File: config.mk
export PLATFORM = sky130hd
export DESIGN_NAME = soft_slicer
export DESIGN_NICKNAME = d
export VERILOG_FILES = /design/src/rtl/slicer_pkg.sv /design/src/rtl/threshold_gen.sv /design/src/rtl/mag_extract.sv /design/src/rtl/level_compare.sv /design/src/rtl/symbol_encode.sv /design/src/rtl/soft_slicer.sv
export SDC_FILE = /design/constraint.sdc
export NUM_CORES = 1
export LEC_CHECK = 0
export ABC_CLOCK_PERIOD_IN_PS = 3550
export BUFFER_PORTS_ARGS = -buffer_cell sky130_fd_sc_hd__buf_2
export CORE_ASPECT_RATIO = 0.8
export CORE_UTILIZATION = 35
export DETAILED_ROUTE_END_ITERATION = 7
export PLACE_DENSITY = 0.66
export SLEW_MARGIN = 10
export SYNTH_ARGS = -nofsm -noshare
export SYNTH_HDL_FRONTEND = slang
export SYNTH_SLANG_ARGS = --single-unit
File: constraint.sdc
create_clock -name clk -period 3.55 [get_ports clk]
set_clock_uncertainty 0.05 [all_clocks]
set_input_delay 0.1775 -clock clk [delete_from_list [all_inputs] [get_ports clk]]
set_output_delay 0.1775 -clock clk [all_outputs]
set_load 0.005 [all_outputs]
File: src/rtl/slicer_pkg.sv
package slicer_pkg;
  localparam int CFG_W   = 8;
  localparam int THR_W   = 7;
  localparam int FMT_BIT = 7;
  localparam int NUM_THR = 3;
  localparam int LVL_W   = 2;
  localparam int SYM_W   = LVL_W + 1;
  localparam int NUM_CH  = 2;

  typedef enum logic {
    FMT_SIGN_MAG = 1'b0,
    FMT_TWOS     = 1'b1
  } fmt_e;
endpackage

File: src/rtl/threshold_gen.sv
// Builds the 1x..NUM_THR x decision levels from the 7-bit fractional code.
// Each level is the previous one plus the base, at two extra bits of width.
module threshold_gen
  import slicer_pkg::*;
#(
  parameter int MAG_W = 11,
  parameter int CMP_W = MAG_W + 2
) (
  input  logic [THR_W-1:0]              thr_code,
  output logic [NUM_THR-1:0][CMP_W-1:0] thr_lvls
);
  localparam int SHIFT = MAG_W - THR_W;

  logic [CMP_W-1:0] base;
  assign base = CMP_W'(thr_code) << SHIFT;

  for (genvar k = 0; k < NUM_THR; k++) begin : g_lvl
    if (k == 0) begin : g_first
      assign thr_lvls[k] = base;
    end else begin : g_next
      assign thr_lvls[k] = thr_lvls[k-1] + base;
    end
  end
endmodule

File: src/rtl/mag_extract.sv
// Absolute value with saturation of the most negative code.
module mag_extract #(
  parameter int SAMPLE_W = 12,
  parameter int MAG_W    = SAMPLE_W - 1
) (
  input  logic signed [SAMPLE_W-1:0] sample,
  output logic        [MAG_W-1:0]    mag,
  output logic                       neg
);
  localparam logic [SAMPLE_W-1:0] MOST_NEG = {1'b1, {MAG_W{1'b0}}};

  logic signed [SAMPLE_W-1:0] negated;
  assign negated = -sample;

  always_comb begin
    neg = sample[SAMPLE_W-1];
    if (sample == MOST_NEG) begin
      mag = '1;
    end else if (neg) begin
      mag = negated[MAG_W-1:0];
    end else begin
      mag = sample[MAG_W-1:0];
    end
  end
endmodule

File: src/rtl/level_compare.sv
// Counts how many decision levels the magnitude meets or exceeds.
module level_compare
  import slicer_pkg::*;
#(
  parameter int CMP_W = 13
) (
  input  logic [CMP_W-1:0]              mag_ext,
  input  logic [NUM_THR-1:0][CMP_W-1:0] thr_lvls,
  output logic [LVL_W-1:0]              lvl
);
  always_comb begin
    lvl = '0;
    for (int k = 0; k < NUM_THR; k++) begin
      if (mag_ext >= thr_lvls[k]) begin
        lvl = lvl + LVL_W'(1);
      end
    end
  end
endmodule

File: src/rtl/symbol_encode.sv
// Packs sign and level into the selected output format.
module symbol_encode
  import slicer_pkg::*;
(
  input  logic             neg,
  input  logic [LVL_W-1:0] lvl,
  input  fmt_e             fmt,
  output logic [SYM_W-1:0] sym
);
  logic [SYM_W-1:0] pos_val;
  assign pos_val = {1'b0, lvl};

  always_comb begin
    unique case (fmt)
      FMT_SIGN_MAG: sym = {neg, lvl};
      FMT_TWOS: begin
        if (neg && (lvl != '0)) begin
          sym = (~pos_val) + SYM_W'(1);
        end else begin
          sym = pos_val;
        end
      end
      default: sym = '0;
    endcase
  end
endmodule

File: src/rtl/soft_slicer.sv
module soft_slicer
  import slicer_pkg::*;
#(
  parameter int SAMPLE_W = 12
) (
  input  logic                       clk,
  input  logic                       rst,
  input  logic                       in_valid,
  input  logic signed [SAMPLE_W-1:0] i_sample,
  input  logic signed [SAMPLE_W-1:0] q_sample,
  input  logic [CFG_W-1:0]           cfg_word,
  output logic                       out_valid,
  output logic [SYM_W-1:0]           i_sym,
  output logic [SYM_W-1:0]           q_sym
);
  localparam int MAG_W = SAMPLE_W - 1;
  localparam int CMP_W = MAG_W + 2;
  localparam logic [SYM_W-1:0] NEG_ZERO = {1'b1, {LVL_W{1'b0}}};

  logic [NUM_THR-1:0][CMP_W-1:0] thr_lvls;
  fmt_e                          fmt;
  logic signed [SAMPLE_W-1:0]    samp     [NUM_CH];
  logic [SYM_W-1:0]              sym_next [NUM_CH];
  logic [SYM_W-1:0]              sym_q    [NUM_CH];
  logic                          valid_q;

  assign fmt     = fmt_e'(cfg_word[FMT_BIT]);
  assign samp[0] = i_sample;
  assign samp[1] = q_sample;

  threshold_gen #(.MAG_W(MAG_W), .CMP_W(CMP_W)) u_thr (
    .thr_code (cfg_word[THR_W-1:0]),
    .thr_lvls (thr_lvls)
  );

  for (genvar ch = 0; ch < NUM_CH; ch++) begin : g_ch
    logic [MAG_W-1:0] mag;
    logic             neg;
    logic [LVL_W-1:0] lvl;

    mag_extract #(.SAMPLE_W(SAMPLE_W), .MAG_W(MAG_W)) u_mag (
      .sample (samp[ch]),
      .mag    (mag),
      .neg    (neg)
    );

    level_compare #(.CMP_W(CMP_W)) u_cmp (
      .mag_ext  (CMP_W'(mag)),
      .thr_lvls (thr_lvls),
      .lvl      (lvl)
    );

    symbol_encode u_enc (
      .neg (neg),
      .lvl (lvl),
      .fmt (fmt),
      .sym (sym_next[ch])
    );

    always_ff @(posedge clk) begin
      if (rst) begin
        sym_q[ch] <= '0;
      end else if (in_valid) begin
        sym_q[ch] <= sym_next[ch];
      end
    end
  end

  always_ff @(posedge clk) begin
    if (rst) begin
      valid_q <= 1'b0;
    end else begin
      valid_q <= in_valid;
    end
  end

  assign out_valid = valid_q;
  assign i_sym     = sym_q[0];
  assign q_sym     = sym_q[1];

  // strobe follows input strobe by one clock
  a_r9_valid_rise: assert property (@(posedge clk) disable iff (rst)
    in_valid |=> out_valid);
  a_r9_valid_fall: assert property (@(posedge clk) disable iff (rst)
    !in_valid |=> !out_valid);

  // no update without a strobe
  a_r10_hold: assert property (@(posedge clk) disable iff (rst)
    !in_valid |=> ($stable(i_sym) && $stable(q_sym)));

  // two's complement never yields a negative zero
  a_r6_no_neg_zero: assert property (@(posedge clk) disable iff (rst)
    (in_valid && cfg_word[FMT_BIT]) |=> ((i_sym != NEG_ZERO) && (q_sym != NEG_ZERO)));

  // sign/magnitude keeps the input sign
  a_r5_sign_kept: assert property (@(posedge clk) disable iff (rst)
    (in_valid && !cfg_word[FMT_BIT]) |=>
      ((i_sym[SYM_W-1] == $past(i_sample[SAMPLE_W-1])) &&
       (q_sym[SYM_W-1] == $past(q_sample[SAMPLE_W-1]))));

  // zero code puts every sample at the top level
  a_r3_zero_thr: assert property (@(posedge clk) disable iff (rst)
    (in_valid && (cfg_word[THR_W-1:0] == '0)) |=>
      ((i_sym[LVL_W-1:0] != '0) && (q_sym[LVL_W-1:0] != '0)));
endmodule

==> metrics.md <==
| Metric | Value |
|---|---|
| Status | `complete, but fails checks` |
| Failing checks | `negative setup slack` |
| Mapped Area | `2140 sq um` |
| Cell breakdown of the critical path | `buf_6, inv_4, ha_4, nand2b_4, or3_4, o21ai_2, xor2_1, nand2_2, ha_1, a21o_1, a21oi_2, o21ai_1, a221oi_2, or2_4, ha_1, xnor2_2, ha_2, nand3b_1, o21ai_1, a21oi_1` |
| Post-synthesis sequential area ratio | `9.33%` |
| Post-synth cell types | `49` |
| ANT nets after route | `0` |
| GRT Total Usage | `18.1%` |
| Root Buffer | `clkbuf_8` |
| CTS sink count | `7` |
| Final Slew Violations | `0` |
| Pin count of the biggest net entering global routing | `12` |
| Die W | `89.5 um` |
| First-pass GRT wire length | `9360 um` |
| Slew HR | `57.7%` |
| Commonest non-fill, non-tap cells in the layout | `buf_4, ha_1, buf_2` |
| RSZ-0062 raised after global routing | `yes` |
| Largest cells by area after synthesis | `ha_1, edfxtp_1, xor2_1, nand2_1, inv_1` |
| CP Data Required Time | `3.48 ns` |
| Rows | `25` |
| Routed wire per std cell | `13.4 um` |
| Remaining DRCs | `0` |
| Post-synth EDFFs | `6` |
| Fillers | `540` |
| Routed via count | `2336` |
| Type of the worst min-delay path | `in2reg` |
| Syn Area/Cell | `8.12 sq um` |
| Area of the multi-input gates | `2050 sq um` |
| Gpl congestion | `0.869` |
| Fmax | `274 MHz` |
| Final worst slack | `-0.0941 ns` |
| Area Growth Syn to Fin | `48.2%` |
| Synth warn | `0` |
| H-tree depth | `1` |
| Final Cycle Share | `103%` |
| CP endpoint kind | `flip-flop` |
| Slowest cell on crit path | `or3_4` |
| Most used flip-flop cell after synthesis | `edfxtp_1` |
| Post-DP HPWL | `4760 um` |
| Number of diodes | `0` |
| CP Launch Type | `input port` |
| Worst Tran Pin Value | `0.628 ns` |
| Commonest non-fill, non-tap cell in the layout | `buf_4` |
| Initial antenna violation count | `0` |
| Asr flop ratio synth | `0%` |
| Clk buf depth | `2` |
| Vias in the first global route | `2197` |
| Max-capacitance violation count | `0` |
| Crit path time final | `3.64 ns` |
| Die height | `72.0 um` |
| Detailed router's first-iteration violation count | `101` |
| Worst VDD drop | `0.000103 V` |
| Setup WS pre-CTS | `-0.402 ns` |
| Drt total wl | `6030 um` |
| Vias per cell | `5.20` |
| Register area | `200 sq um` |
| Initial Util | `36.3%` |
| Hold-fix buffers, CTS | `0` |
| Crit path arrival time | `3.57 ns` |
| Worst-path fanout max | `3` |
| Pwr Density | `251 nW/um^2` |
| Nets@finish | `459` |
| Core area | `5910 sq um` |
| Synthesized flop and latch total | `7` |
| Post-Syn Instances | `264` |
| Grt ovf | `0` |
| Num CTS Buffers | `3` |
| Area leader, netlist | `ha_1` |
| Critical path class | `in2reg` |
| CTS tree | `built` |
| Pleak | `0.00158 uW` |
| Yosys top cell area share | `31.5%` |
| Core Util, Final | `53.8%` |
| Die area | `6450 sq um` |
| Layout cell share with drive strength beyond 1 | `39.9%` |
| PortBufs | `41` |
| Final Hold Viols | `0` |
| Num ports | `42` |
| Clk slew on worst S/H paths | `0.04 ns` |
| Router iterations before antenna repair | `4` |
| Syn Nets | `354` |
| # setup viols final | `2` |
| Crit path largest cell delay | `0.35 ns` |
[registers in the layout, summed over array words and instances (netlist names)]
signal,count
out_valid,1
sym_q,6
[worst paths after layout]
kind	cells after the start	slack (ns)	from	endpoint
min	3	0.27	in_valid	out_valid
max	20	-0.09	q_sample[1]	sym_q[1][1]
[cell usage after synthesis, types with 2 or more instances]
| library cell | number |
|---|---|
| a211oi_1 | 2 |
| a21o_1 | 7 |
| a21oi_1 | 10 |
| a221o_1 | 3 |
| a221oi_1 | 3 |
| a31oi_1 | 3 |
| and3_1 | 5 |
| clkbuf_1 | 2 |
| edfxtp_1 | 6 |
| ha_1 | 54 |
| inv_1 | 23 |
| mux2i_1 | 2 |
| nand2_1 | 25 |
| nand2b_1 | 2 |
| nand3_1 | 6 |
| nand3b_1 | 2 |
| nand4_1 | 5 |
| nor2_1 | 14 |
| nor2b_1 | 10 |
| nor3_1 | 5 |
| nor4_1 | 3 |
| nor4bb_1 | 2 |
| o21a_1 | 7 |
| o21ai_0 | 12 |
| o31ai_1 | 3 |
| o41ai_1 | 2 |
| or2_2 | 3 |
| or3_1 | 3 |
| or4_1 | 2 |
| xnor2_1 | 4 |
| xor2_1 | 16 |
[routing by layer]
| metal | share of wire [%] | GRT usage (%) | vias up |
|---|---|---|---|
| li1 | - | - | 1198 |
| met1 | 49 | 25.6 | 1081 |
| met2 | 47 | 30.4 | 50 |
| met3 | 3.1 | 0.683 | 7 |
| met4 | 1.0 | 3.70 | 0 |
| met5 | 0 | 0 | - |
[critical path, delay by kind of cell]
| family | cells | cell delay (ns) |
|---|---|---|
| AO/OA/AOI/OAI | 7 | 1.07 |
| buffers and inverters | 2 | 0.15 |
| AND/OR/NAND/NOR | 5 | 0.90 |
| XOR/XNOR | 2 | 0.37 |
| adder cells (fa/ha/maj) | 4 | 0.89 |
[per-stage QoR]
step	area, sq um	instances	hold slack (ns)	power [uW]	setup TNS [ns]
floorplan	2180	264	0.317	408	-0.0375
global placement	2900	439	0.470	585	-0.973
detailed placement	2900	439	0.493	600	-1.28
CTS	2980	444	0.270	726	-0.0338
global route	3180	449	0.313	872	-0.656
finish	3180	449	0.269	797	-0.164
[repair_timing]
| item | CTS | global route |
|---|---|---|
| setup endpoints to repair | 3 | 5 |
| hold endpoints to repair | 0 | 0 |
| setup buffers | 1 | 5 |
| pin swaps | 9 | 18 |
| gates resized for setup | 8 | 37 |
[cell families after synthesis]
logic type	synth area share [%]
compound gates	21.1
simple gates	23.6
xor+xnor	8.17
mux	0.934
flops	9.33
buf+inv	4.38
fa+ha+maj	32.4
[final cells by class]
class,instances,share of cell area (%)
clock buffers,4,1.42
inverters,23,2.87
multi-input cells,232,64.5
flip-flops and latches,7,6.30
well taps,81,3.19
repair buffers,102,21.7
[power by group]
group	internal [uW]	leakage [uW]	switching, uW	total (uW)
Combinational	302	0.00149	279	581
Sequential	101	0.0000731	1.88	103
Clock	77.8	0.0000228	35.4	113
Total	481	0.00158	317	797
No activity file was read; power rests on OpenSTA's default activity.
